### src/rtl/tmr_evt_pkg.sv
package tmr_evt_pkg;

  // event index order inside the unit: 0 overflow, 1 channel 1, 2 commutation, 3 break
  localparam int unsigned EVT_N   = 4;
  localparam int unsigned EV_OVF  = 0;
  localparam int unsigned EV_CH1  = 1;
  localparam int unsigned EV_COM  = 2;
  localparam int unsigned EV_BRK  = 3;

  typedef enum logic [1:0] {
    ADDR_FLAG = 2'd0,
    ADDR_IEN  = 2'd1,
    ADDR_SWEV = 2'd2,
    ADDR_NONE = 2'd3
  } regAddr_e;

  // strobes handed from control to datapath
  typedef struct packed {
    logic             flagWr;
    logic             ienWr;
    logic [EVT_N-1:0] swReq;
    logic [EVT_N-1:0] wrBits;
    logic             rdFlag;
    logic             rdIen;
  } ctlStb_t;

  // register bit position of each event
  function automatic int unsigned evtBit(input int unsigned idx);
    case (idx)
      EV_OVF:  return 0;
      EV_CH1:  return 1;
      EV_COM:  return 5;
      default: return 7;
    endcase
  endfunction

endpackage

### src/rtl/tmr_evt_ctrl.sv
module tmr_evt_ctrl
  import tmr_evt_pkg::*;
#(
  parameter int unsigned ADDR_W = 2,
  parameter int unsigned DATA_W = 16
) (
  input  logic              wrEn,
  input  logic [ADDR_W-1:0] wrAddr,
  input  logic [DATA_W-1:0] wrData,
  input  logic [ADDR_W-1:0] rdAddr,
  output ctlStb_t           stb
);

  localparam logic [ADDR_W-1:0] A_FLAG = ADDR_W'(ADDR_FLAG);
  localparam logic [ADDR_W-1:0] A_IEN  = ADDR_W'(ADDR_IEN);
  localparam logic [ADDR_W-1:0] A_SWEV = ADDR_W'(ADDR_SWEV);

  logic hitFlag;
  logic hitIen;
  logic hitSwev;
  logic [EVT_N-1:0] dataBits;
  logic unusedData;

  assign hitFlag = wrEn && (wrAddr == A_FLAG);
  assign hitIen  = wrEn && (wrAddr == A_IEN);
  assign hitSwev = wrEn && (wrAddr == A_SWEV);

  always_comb begin
    for (int unsigned i = 0; i < EVT_N; i++) begin
      dataBits[i] = wrData[evtBit(i)];
    end
  end

  assign unusedData = ^wrData;

  always_comb begin
    stb        = '0;
    stb.flagWr = hitFlag;
    stb.ienWr  = hitIen;
    stb.wrBits = dataBits;
    stb.swReq  = hitSwev ? dataBits : '0;
    stb.rdFlag = (rdAddr == A_FLAG);
    stb.rdIen  = (rdAddr == A_IEN);
  end

endmodule

### src/rtl/tmr_evt_flag.sv
module tmr_evt_flag (
  input  logic clk,
  input  logic rst_n,
  input  logic setIn,
  input  logic clrIn,
  input  logic enWr,
  input  logic enIn,
  output logic flag,
  output logic enable
);

  always_ff @(posedge clk or negedge rst_n) begin
    if (!rst_n) begin
      flag   <= 1'b0;
      enable <= 1'b0;
    end else begin
      if (setIn)      flag <= 1'b1;
      else if (clrIn) flag <= 1'b0;
      if (enWr)       enable <= enIn;
    end
  end

endmodule

### src/rtl/tmr_evt_dp.sv
module tmr_evt_dp
  import tmr_evt_pkg::*;
#(
  parameter int unsigned DATA_W = 16,
  parameter int unsigned NUM_CH = 2,
  parameter logic [NUM_CH-1:0] COMP_MASK = 2'b01
) (
  input  logic              clk,
  input  logic              rst_n,
  input  ctlStb_t           stb,
  input  logic [EVT_N-1:0]  hwEvt,
  input  logic              trigReinit,
  input  logic              ovfDisable,
  input  logic              ovfSource,
  output logic [DATA_W-1:0] rdData,
  output logic              reloadReq,
  output logic              ch1Evt,
  output logic [NUM_CH-1:0] comEvt,
  output logic              brkEvt,
  output logic              irq
);

  logic [EVT_N-1:0] setVec;
  logic [EVT_N-1:0] clrVec;
  logic [EVT_N-1:0] flags;
  logic [EVT_N-1:0] ens;
  logic             swOvfAllowed;

  assign swOvfAllowed = !ovfDisable && !ovfSource;

  always_comb begin
    for (int unsigned i = 0; i < EVT_N; i++) begin
      setVec[i] = hwEvt[i] | stb.swReq[i];
      clrVec[i] = stb.flagWr & ~stb.wrBits[i];
    end
    setVec[EV_OVF] = hwEvt[EV_OVF] |
                     (swOvfAllowed & (stb.swReq[EV_OVF] | trigReinit));
  end

  for (genvar g = 0; g < EVT_N; g++) begin : gFlag
    tmr_evt_flag uCell (
      .clk    (clk),
      .rst_n  (rst_n),
      .setIn  (setVec[g]),
      .clrIn  (clrVec[g]),
      .enWr   (stb.ienWr),
      .enIn   (stb.wrBits[g]),
      .flag   (flags[g]),
      .enable (ens[g])
    );


    set_wins_chk: assert property (@(posedge clk) disable iff (!rst_n)
      setVec[g] |=> flags[g]);


    clear_chk: assert property (@(posedge clk) disable iff (!rst_n)
      (clrVec[g] && !setVec[g]) |=> !flags[g]);
  end

  always_ff @(posedge clk or negedge rst_n) begin
    if (!rst_n) begin
      reloadReq <= 1'b0;
      ch1Evt    <= 1'b0;
      comEvt    <= '0;
      brkEvt    <= 1'b0;
      irq       <= 1'b0;
    end else begin
      reloadReq <= stb.swReq[EV_OVF];
      ch1Evt    <= stb.swReq[EV_CH1];
      comEvt    <= {NUM_CH{stb.swReq[EV_COM]}} & COMP_MASK;
      brkEvt    <= stb.swReq[EV_BRK];
      irq       <= |(flags & ens);
    end
  end

  always_comb begin
    rdData = '0;
    for (int unsigned i = 0; i < EVT_N; i++) begin
      if (stb.rdFlag) rdData[evtBit(i)] = flags[i];
      if (stb.rdIen)  rdData[evtBit(i)] = ens[i];
    end
  end


  reload_src_chk: assert property (@(posedge clk) disable iff (!rst_n)
    reloadReq |-> $past(stb.swReq[EV_OVF]));


  irq_src_chk: assert property (@(posedge clk) disable iff (!rst_n)
    irq |-> $past((flags & ens) != '0));


  ovf_qual_chk: assert property (@(posedge clk) disable iff (!rst_n)
    (!hwEvt[EV_OVF] && (ovfDisable || ovfSource) && !flags[EV_OVF]) |=> !flags[EV_OVF]);

endmodule

### src/rtl/tmr_event_unit.sv
module tmr_event_unit
  import tmr_evt_pkg::*;
#(
  parameter int unsigned ADDR_W = 2,
  parameter int unsigned DATA_W = 16,
  parameter int unsigned NUM_CH = 2,
  parameter logic [NUM_CH-1:0] COMP_MASK = 2'b01
) (
  input  logic              clk,
  input  logic              rst_n,
  input  logic              wrEn,
  input  logic [ADDR_W-1:0] wrAddr,
  input  logic [DATA_W-1:0] wrData,
  input  logic [ADDR_W-1:0] rdAddr,
  output logic [DATA_W-1:0] rdData,
  input  logic              hwOvf,
  input  logic              hwCh1,
  input  logic              hwCom,
  input  logic              hwBrk,
  input  logic              trigReinit,
  input  logic              ovfDisable,
  input  logic              ovfSource,
  output logic              reloadReq,
  output logic              ch1Evt,
  output logic [NUM_CH-1:0] comEvt,
  output logic              brkEvt,
  output logic              irq
);

  ctlStb_t stb;
  logic [EVT_N-1:0] hwEvt;

  assign hwEvt = {hwBrk, hwCom, hwCh1, hwOvf};

  tmr_evt_ctrl #(.ADDR_W(ADDR_W), .DATA_W(DATA_W)) uCtrl (
    .wrEn   (wrEn),
    .wrAddr (wrAddr),
    .wrData (wrData),
    .rdAddr (rdAddr),
    .stb    (stb)
  );

  tmr_evt_dp #(.DATA_W(DATA_W), .NUM_CH(NUM_CH), .COMP_MASK(COMP_MASK)) uDp (
    .clk        (clk),
    .rst_n      (rst_n),
    .stb        (stb),
    .hwEvt      (hwEvt),
    .trigReinit (trigReinit),
    .ovfDisable (ovfDisable),
    .ovfSource  (ovfSource),
    .rdData     (rdData),
    .reloadReq  (reloadReq),
    .ch1Evt     (ch1Evt),
    .comEvt     (comEvt),
    .brkEvt     (brkEvt),
    .irq        (irq)
  );

endmodule

### config.mk
export PLATFORM = sky130hd
export DESIGN_NAME = tmr_event_unit
export DESIGN_NICKNAME = d
export VERILOG_FILES = /design/src/rtl/tmr_evt_pkg.sv /design/src/rtl/tmr_evt_ctrl.sv /design/src/rtl/tmr_evt_flag.sv /design/src/rtl/tmr_evt_dp.sv /design/src/rtl/tmr_event_unit.sv
export SDC_FILE = /design/constraint.sdc
export NUM_CORES = 1
export LEC_CHECK = 0
export BUFFER_PORTS_ARGS = -buffer_cell sky130_fd_sc_hd__buf_2
export CORE_MARGIN = 2
export CORE_UTILIZATION = 42
export CTS_BUF_LIST = sky130_fd_sc_hd__clkbuf_8
export CTS_CLUSTER_DIAMETER = 60
export DETAILED_ROUTE_END_ITERATION = 6
export PLACE_DENSITY = 0.79
export SETUP_SLACK_MARGIN = 0.2
export SLEW_MARGIN = 0
export SYNTH_ARGS = -nofsm -noshare
export SYNTH_HDL_FRONTEND = slang
export SYNTH_HIERARCHICAL = 1
export SYNTH_SLANG_ARGS = --single-unit
### constraint.sdc
create_clock -name clk -period 1.34 [get_ports clk]
set_input_delay 0.335 -clock clk [delete_from_list [all_inputs] [get_ports clk]]
set_output_delay 0.335 -clock clk [all_outputs]
set_load 0.05 [all_outputs]
# --- Yosys cells after proc, flatten, opt, wreduce, memory -nomap -nowiden ---
# Index checks and enable logic that the tools add are counted.
totals:
  reg_bits: 13
  output_inout_bits: 22
  input_bits: 30
op_classes:
  bitwise: 16
  muxes: 48
  eq_ne: 3
  n_reduce_logical: 21
  order_cmp: 16
ops:
  columns: ["op", "count"]
  rows:
  - ["32-bit by 1-bit greater-or-equal comparator with 1-bit output (second input constant)", 8]
  - ["32-bit by 5-bit less-than comparator with 1-bit output (second input constant)", 8]
  - ["32-bit 2-to-1 mux", 8]
  - ["16-bit 2-to-1 mux", 8]
  - ["16-bit bitwise mux", 7]
  - ["1-bit demux with 4-bit select", 8]
  - ["16-bit AND", 1]
  - ["1-bit 2-to-1 mux", 16]
  - ["1-bit logical AND", 12]
  - ["2-bit nonzero test", 4]
  - ["1-bit AND", 5]
  - ["1-bit bitwise OR", 5]
  - ["4-bit AND", 1]
  - ["2-bit by 1-bit == test with 1-bit output (second input constant)", 2]
  - ["2-bit zero test", 2]
  - ["4-bit 2-to-1 mux", 1]
  - ["1-bit NOT", 4]
  - ["4-bit OR reduction", 1]
  - ["2-bit == test (second input constant)", 1]
  - ["1-bit zero test", 2]

# --- Depth between registers and ports, before layout ---
# Gate-level depths: netlist of the first run.
depth:
  word_depth: 22
  ltp_mapped: 5

# --- Hierarchy ---
# The synthesis of the first run kept the hierarchy.
by_module_without_submodules:
  columns: ["module", "instances", "cells_each", "area_per_inst_um2"]
  rows:
  - ["tmr_evt_dp", 1, 41, 355.3]
  - ["tmr_evt_flag", 4, 5, 76.3]
  - ["tmr_evt_ctrl", 1, 14, 112.6]

# --- Worst setup path after synthesis of the first run ---
# OpenSTA, ideal clock, no wires.
synth_path:
  path_kind: "input to output"
  startpoint: "input rdAddr[0]"
  endpoint: "output rdData[5]"
  path_stages: 2
  t_arrival_ns: 1.629
  setup_slack_ns: -0.624
  cell_sequence: "nor2b_1 -> o21ai_0"
synth_via:
  elab_chain_len: 16
  word_cells_on_any_way: 17
  cone_classes: "1 x eq/ne; 15 x mux; 1 x reduce/logical"
synth_lines:
  columns: ["item", "line", "rtl"]
  rows:
  - ["start, declared", "tmr_event_unit.sv:14", "input logic [ADDR_W-1:0] rdAddr,"]
  - ["2-bit zero test", "tmr_evt_ctrl.sv:42", "stb.rdFlag = (rdAddr == A_FLAG);"]
  - ["16-bit 2-to-1 mux", "tmr_evt_dp.sv:80", "if (stb.rdFlag) rdData[evtBit(i)] = flags[i];"]
  - ["16-bit bitwise mux", "tmr_evt_dp.sv:81", "if (stb.rdIen) rdData[evtBit(i)] = ens[i];"]
  - ["16-bit 2-to-1 mux", "tmr_evt_dp.sv:81", null]
  - ["16-bit bitwise mux", "tmr_evt_dp.sv:80", null]
  - ["16-bit 2-to-1 mux", "tmr_evt_dp.sv:80", null]
  - ["16-bit bitwise mux", "tmr_evt_dp.sv:81", null]
  - ["16-bit 2-to-1 mux", "tmr_evt_dp.sv:81", null]
  - ["16-bit bitwise mux", "tmr_evt_dp.sv:80", null]
  - ["16-bit 2-to-1 mux", "tmr_evt_dp.sv:80", null]
  - ["16-bit bitwise mux", "tmr_evt_dp.sv:81", null]
  - ["16-bit 2-to-1 mux", "tmr_evt_dp.sv:81", null]
  - ["16-bit bitwise mux", "tmr_evt_dp.sv:80", null]
  - ["16-bit 2-to-1 mux", "tmr_evt_dp.sv:80", null]
  - ["16-bit bitwise mux", "tmr_evt_dp.sv:81", null]
  - ["16-bit 2-to-1 mux *", "tmr_evt_dp.sv:81", null]
  - ["end, declared", "tmr_event_unit.sv:15", "output logic [DATA_W-1:0] rdData,"]
# Every way passes the cells marked *; elsewhere a longest branch is shown, timed or not.

==> out/metrics.yaml, run 1 <==
run_status:
  outcome: "finished, violations left"
  violations_in_the_final_reports: "setup timing"
setup_path:
  critPathMaxFanout: 6
  worst_setup_path_endpoint: "rdData[0]"
  critical_path_class: "in -> out"
  start_kind: "input pin"
  critical_path.reg2reg.startpoint: "uDp/gFlag[2].uCell/flag"
  cp.required_ns: 1.00
  ff2ff_setup_slack_ns: 0.32
  timing.critical_path.arrival_ns: 1.08
  endpoint_type_of_the_worst_setup_path: "primary output"
  setup_crit_start: "rdAddr[0]"
  timing.rr.end: "uDp/irq"
  reg2regPathDepth: 4
pwr:
  cellPowerDensity_nw_per_um2: 1087
  totalPowerFinal_mw: 1.187
  power.ir.vdd_worst_mv: 0.5119
  power_leakage_nw: 0.5476
final_layout:
  fin_util_pct: 63.26
  mostFrequentLayoutCells: "sky130_fd_sc_hd__buf_2 (15), sky130_fd_sc_hd__conb_1 (13), sky130_fd_sc_hd__dfrtp_1 (13), sky130_fd_sc_hd__buf_4 (10)"
  finalNetCount: 139
  area.growth.synth_to_final_pct: 41.26
  nFillCells: 148
  num_antenna_cells: 0
  layout_commonest_cell: "sky130_fd_sc_hd__buf_2"
  share_of_cells_above_drive_strength_1_pct: 50.93
clock_network:
  worst_skew_pair.late_latency_ns: 0.24
  clkTransAtPathRegs_ns: 0.05
  number_of_buffers_created_by_cts: 3
  cts.htree.levels: 1
  clock_tree.root_cell: "sky130_fd_sc_hd__clkbuf_8"
  cts_buffer_depth: 2
  tritoncts: "yes"
  clock_sinks: 13
sta:
  hold_slack_ns: 0.3573
  fmax_mhz: 706.5
  postLayoutSetupSlackWorst_ns: -0.07548
  fin_skew_ns: 0.003573
  grt_setup_unrepaired: "true"
  finalMaxSlewViolations: 0
  final-hold-violation-count: 0
  setup_viol_count_final: 2
  setup_total_negative_slack_ns: -0.1428
  final.min_clock_period_ns: 1.415
  period_share_pct: 105.6
floorplanning:
  fp.dieArea_sq_um: 2200
  std_cell_rows: 15
  start_util_pct: 44.78
  num_io_pins: 52
  die_x_microns: 46.91
  dieHeight_microns: 46.91
  floorplan.core_area_sq_um: 1727
detailed_routing:
  post_drt_via_cell_ratio: 4.579
  detail_route.wl_per_cell_microns: 11.95
  wl_met2_microns: 838
  met3WireLength_microns: 85
  ant_nets: 0
  wl_met1_microns: 625
  drt-initial-drc-count: 5
  routed_wirelength_mm: 1.590
  drt_pre_antenna_iters: 4
  dr.max_layer_used: "met4"
  drt_drc_violations_left: 0
  route.vias.total: 609
grt:
  grt_overflow: 0
  number_of_antenna_violations_at_the_first_check_in_global_routing: 0
  grt_pass1_vias: 549
  track_usage_pct: 15.56
  maximum_number_of_pins_on_one_net_before_global_route_repair: 14
  grt_first_pass_wirelength_mm: 2.311
hold_path:
  hold_start: "hwCh1"
  hold_path_class: "in -> reg"
synthesis:
  ys_seq_area_share_pct: 42.07
  synth-seq-cells: 13
  synth_area_sq_um: 773.2
  avgSynthCellArea_sq_um: 10.31
  synth_cell_types: 18
  postSynthCellCount: 75
  synth-warning-count: 6
run:
  cap_violations: 0
placement:
  gp_congestion: 0.7233
  dp.final_hpwl_mm: 1.200
  numPortBuffers: 26
==> worst min-delay path by stage <==
stage | to | slack [ns] | cells past startpoint
after global routing | uDp/gFlag[1].uCell/flag | 0.36 | 3
after global placement | uDp/brkEvt | 0.23 | 1
after detailed placement | uDp/gFlag[3].uCell/flag | 0.24 | 1
after CTS | uDp/gFlag[2].uCell/flag | 0.36 | 3
final | uDp/gFlag[1].uCell/flag | 0.36 | 3
after floorplan | uDp/brkEvt | 0.04 | 0
==> power by group <==
group          switching (mW)  total [mW]  internal [mW]
clock                   0.129       0.330          0.202
combinational           0.237       0.403          0.166
sequential             0.0265       0.454          0.427
total                   0.392        1.19          0.795
==> routing by layer <==
metal	vias up	GRT usage (%)
met5	-	0
met4	0	11.67
met3	4	3.846
met2	26	25.21
met1	294	17.59
li1	285	-
==> critical path, stage by stage <==
cell and delay, ns:
sky130_fd_sc_hd__buf_8 0.10, sky130_fd_sc_hd__nor2b_4 0.14, sky130_fd_sc_hd__buf_6 0.11, sky130_fd_sc_hd__a22o_4 0.25, sky130_fd_sc_hd__buf_8 0.15
==> per-stage QoR <==
stage	setup WS, ns	instances	area (sq um)
2_1_floorplan	0.04853	87	858.3
3_3_place_gp	-0.1119	122	899.6
3_5_place_dp	-0.1450	122	899.6
4_1_cts	-0.07577	130	1039
5_1_grt	-0.1108	133	1092
6_report	-0.07548	133	1092
==> logic make-up after synthesis <==
logic type | Yosys count | synth area share (%)
buf+inv | 24 | 20.87
mux | 4 | 7.767
compound gates | 11 | 10.36
other cells | 1 | 0.4850
simple gates | 22 | 18.45
flops | 13 | 42.07
==> layout make-up <==
type | instances | area [sq um] | share of cell area (%)
Multi-Input combinational cell | 50 | 391.6 | 35.85
Sequential cell | 13 | 325.3 | 29.78
Timing Repair Buffer | 36 | 280.3 | 25.66
Clock buffer | 3 | 41.29 | 3.780
Tap cell | 25 | 31.28 | 2.864
Inverter | 5 | 18.77 | 1.718
Clock inverter | 1 | 3.754 | 0.3436
==> cell usage after synthesis <==
master,n,area [sq um]
sky130_fd_sc_hd__mux2_4,4,60.06
sky130_fd_sc_hd__a22o_1,2,17.52
sky130_fd_sc_hd__and3b_2,1,10.01
sky130_fd_sc_hd__and4b_1,4,40.04
sky130_fd_sc_hd__nor2_1,2,7.510
sky130_fd_sc_hd__nand2_1,5,18.77
sky130_fd_sc_hd__a22oi_1,2,15.01
sky130_fd_sc_hd__o31ai_1,1,7.510
sky130_fd_sc_hd__nor3b_1,1,7.510
sky130_fd_sc_hd__o21ai_0,2,10.01
sky130_fd_sc_hd__a21o_1,4,30.03
sky130_fd_sc_hd__or2_2,3,18.77
sky130_fd_sc_hd__nor2b_1,5,31.28
sky130_fd_sc_hd__nor2b_2,1,8.760
sky130_fd_sc_hd__inv_1,5,18.77
sky130_fd_sc_hd__dfrtp_1,13,325.3
sky130_fd_sc_hd__buf_4,19,142.6
sky130_fd_sc_hd__conb_1,1,3.750
==> sequential cells by signal (all words and copies together) (netlist names) <==
signal                  flops
uDp/comEvt                  1
uDp/irq                     1
uDp/gFlag.uCell/enable      4
uDp/reloadReq               1
uDp/gFlag.uCell/flag        4
uDp/brkEvt                  1
uDp/ch1Evt                  1
==> what timing repair did <==
| action | in CTS | in global routing |
|---|---|---|
| hold endpoints to repair | 13 | 0 |
| gates cloned | 0 | 0 |
| gates resized for setup | 20 | 7 |
| hold buffers | 1 | 0 |
| endpoints found under the setup margin | 8 | 7 |
| buffers inserted | 3 | 3 |
| pin swaps | 4 | 1 |
No activity file was read; power rests on OpenSTA's default activity.
==> run 2, diff against run 1 <==
--- a/config.mk
+++ b/config.mk
@@ -5,9 +5,10 @@
 export SDC_FILE = /design/constraint.sdc
 export NUM_CORES = 1
 export LEC_CHECK = 0
+export ABC_AREA = 1
 export BUFFER_PORTS_ARGS = -buffer_cell sky130_fd_sc_hd__buf_2
 export CORE_MARGIN = 2
-export CORE_UTILIZATION = 42
+export CORE_UTILIZATION = 43
 export CTS_BUF_LIST = sky130_fd_sc_hd__clkbuf_8
 export CTS_CLUSTER_DIAMETER = 60
 export DETAILED_ROUTE_END_ITERATION = 6
==> run 2 against run 1 <==
Routed wire length grew 3.6%. Sequential share of layout area barely moved. Critical path type unchanged. Largest cell class unchanged. Clock-buffer cell count stayed put. Highest routed layer is now met3. Global-route usage is 0.59 points higher. The flow now finishes without violations.
==> out/metrics.yaml, run 2 <==
run_status:
  outcome: "completed"
hold_path:
  min_path_cells: 3
  hold-path-endpoint: "uDp/gFlag[3].uCell/enable"
  hold_path_class: "in -> reg"
  hold_start: "wrData[7]"
pwr:
  cellPowerDensity_nw_per_um2: 1057
  totalPowerFinal_mw: 1.156
  power_leakage_nw: 0.6397
  power.ir.vdd_worst_mv: 0.5463
floorplanning:
  num_io_pins: 52
  fp.dieArea_sq_um: 2255
  floorplan.core_area_sq_um: 1745
  die_x_microns: 47.49
  std_cell_rows: 15
  start_util_pct: 46.59
  dieHeight_microns: 47.49
synthesis:
  synthDominantAreaCellType: "sky130_fd_sc_hd__dfrtp_1"
  synth.top_cells.by_area: "sky130_fd_sc_hd__dfrtp_1 (40%), sky130_fd_sc_hd__nand2_1 (18%), sky130_fd_sc_hd__buf_4 (18%)"
  synthMostInstantiatedCell: "sky130_fd_sc_hd__nand2_1"
  synthAdderAreaFrac_pct: 0
  yosys.area.top_type_share_pct: 40.00
  asyncSetResetFlopFracSynth_pct: 100.0
  avgSynthCellArea_sq_um: 6.834
  synth_top_flop_cell: "sky130_fd_sc_hd__dfrtp_1"
  synth_area_sq_um: 813.3
  synth-warning-count: 6
  post_synthesis_compound_gate_area_fraction_pct: 0
  postSynthCellCount: 119
  synth-edff-count: 0
  synth_top_family_by_area: "simple AND/OR/NAND/NOR gates"
  synth.cells.most_frequent: "sky130_fd_sc_hd__nand2_1 (39), sky130_fd_sc_hd__inv_1 (24), sky130_fd_sc_hd__buf_4 (19)"
  ys_seq_area_share_pct: 40.00
  synth_cell_types: 10
  post_synth_and_or_nand_nor_area_fraction_pct: 30.00
  yosys-mux-area-fraction_pct: 0
  synth-seq-cells: 13
  yosys.area_share.xor_xnor_pct: 0
setup_path:
  cp.required_ns: 1.00
  endpoint_type_of_the_worst_setup_path: "primary output"
  timing.rr.end: "uDp/irq"
  critical_path.reg2reg.startpoint: "uDp/gFlag[2].uCell/flag"
  timing.critical_path.arrival_ns: 0.96
  cpMaxStageDelayCell: "sky130_fd_sc_hd__nor2_4"
  reg2regPathDepth: 5
  worst_path_largest_cell_delay_ns: 0.15
  critical_path.cell_chain: "buf_6, nor2_4, inv_2, nand3_2, nand2_4, buf_8"
  ff2ff_setup_slack_ns: 0.48
  start_kind: "input pin"
  critPathMaxFanout: 5
  critical_path_class: "in -> out"
detailed_routing:
  detail_route.wl_per_cell_microns: 9.632
  drt_drc_violations_left: 0
  post_drt_via_cell_ratio: 4.216
  routed_wirelength_mm: 1.647
  drt_pre_antenna_iters: 5
  drt-initial-drc-count: 22
  ant_nets: 0
  route.vias.total: 721
placement:
  numPortBuffers: 26
  dp.final_hpwl_mm: 1.181
  numPlacedInstances: 164
  gp_congestion: 0.7644
sta:
  final.min_clock_period_ns: 1.295
  setup_viol_count_final: 0
  fin_skew_ns: 0.002266
  finalMaxSlewViolations: 0
  fmax_mhz: 772.3
  period_share_pct: 96.63
  final-hold-violation-count: 0
  grt_setup_unrepaired: "true"
grt:
  grt_pass1_vias: 647
  number_of_antenna_violations_at_the_first_check_in_global_routing: 0
  track_usage_pct: 16.14
  grt_first_pass_wirelength_mm: 2.511
  maximum_number_of_pins_on_one_net_before_global_route_repair: 14
  grt_overflow: 0
clock_network:
  tritoncts: "yes"
  cts_buffer_depth: 2
  cts.htree.levels: 1
  worst_skew_pair.late_latency_ns: 0.24
  number_of_buffers_created_by_cts: 3
  clkTransAtPathRegs_ns: 0.05
  clock_sinks: 13
  clock_tree.root_cell: "sky130_fd_sc_hd__clkbuf_8"
final_layout:
  largest_regs: "uDp/gFlag.uCell/enable: 4 flops, uDp/gFlag.uCell/flag: 4 flops"
  mostFrequentLayoutCells: "sky130_fd_sc_hd__nand2_1 (34), sky130_fd_sc_hd__inv_1 (24), sky130_fd_sc_hd__buf_2 (15), sky130_fd_sc_hd__conb_1 (13), sky130_fd_sc_hd__dfrtp_1 (13)"
  num_antenna_cells: 0
  share_of_cells_above_drive_strength_1_pct: 34.25
  area.growth.synth_to_final_pct: 34.46
  finalNetCount: 177
  layout_commonest_cell: "sky130_fd_sc_hd__nand2_1"
  number_of_cells_in_the_finished_layout_apart_from_fillers: 171
run:
  cap_violations: 0
run 2: changes by cell type after synthesis, sizes merged, moves of 5 or more:
cell,previous run,this run
inv,5,26
nand2,5,39
nand3,0,5
nor2,2,13
nor2b,6,0
run 2: what timing repair did:
item | CTS | global route
pin swaps | 3 | 1
buffers inserted | 2 | 0
gates resized for setup | 27 | 3
hold buffers | 1 | 0
hold endpoints to repair | 13 | 0
setup endpoints to repair | 9 | 7
run 2: metal layers:
| metal | global-route usage (%) | share of wire (%) | up-vias |
|---|---|---|---|
| met5 | 0 | 0 | - |
| met4 | 8.333 | 0 | 0 |
| met3 | 2.264 | 7.9 | 0 |
| met2 | 28.38 | 54 | 37 |
| met1 | 19.04 | 38 | 323 |
| li1 | - | - | 361 |
run 2: worst max path at each step:
stage	startpoint	slack, ns	end	cells past startpoint
2_1_floorplan	rdAddr[0]	0.22	rdData[0]	5
3_3_place_gp	rdAddr[1]	-0.09	rdData[0]	5
3_5_place_dp	rdAddr[1]	-0.1	rdData[0]	5
4_1_cts	rdAddr[0]	0.04	rdData[0]	7
5_1_grt	rdAddr[1]	0.009	rdData[7]	6
6_report	rdAddr[1]	0.05	rdData[0]	6
run 2: power breakdown:
part / switching, mW / internal (mW)
clock: 0.135 / 0.202
combinational: 0.257 / 0.113
sequential: 0.0235 / 0.425
total: 0.415 / 0.741
run 2: kinds of logic (layout without fill, tap and decap cells):
group	after synthesis	after routing
other cells	1	13
simple gates	60	60
flops	13	13
buf+inv	45	60
run 2: area by class of cell:
cell class | instances | area [sq um]
Clock buffer | 3 | 41.29
Clock inverter | 1 | 3.754
Fill cell | 151 | 651.9
Inverter | 26 | 100.1
Multi-Input combinational cell | 73 | 360.3
Sequential cell | 13 | 325.3
Tap cell | 25 | 31.28
Timing Repair Buffer | 30 | 231.5
run 2: worst max-delay path: cells and delay by family:
family / cells / cell delay (ns)
buffers and inverters: 3 / 0.33
and+or+nand+nor: 3 / 0.29
run 2: through the flow:
stage                     area, sq um  setup slack [ns]  TNS (ns)  utilization (%)  hold WS [ns]
final                            1094           0.04519         0            62.65        0.3298
after global routing             1094          0.008706         0            62.65        0.3413
after CTS                        1082           0.04153         0            62.01        0.3200
after detailed placement        924.6          -0.09823   -0.3249            52.97        0.2333
after global placement          924.6          -0.08559   -0.2876            52.97        0.2293
after floorplan                 898.4            0.2229         0                -       0.03941
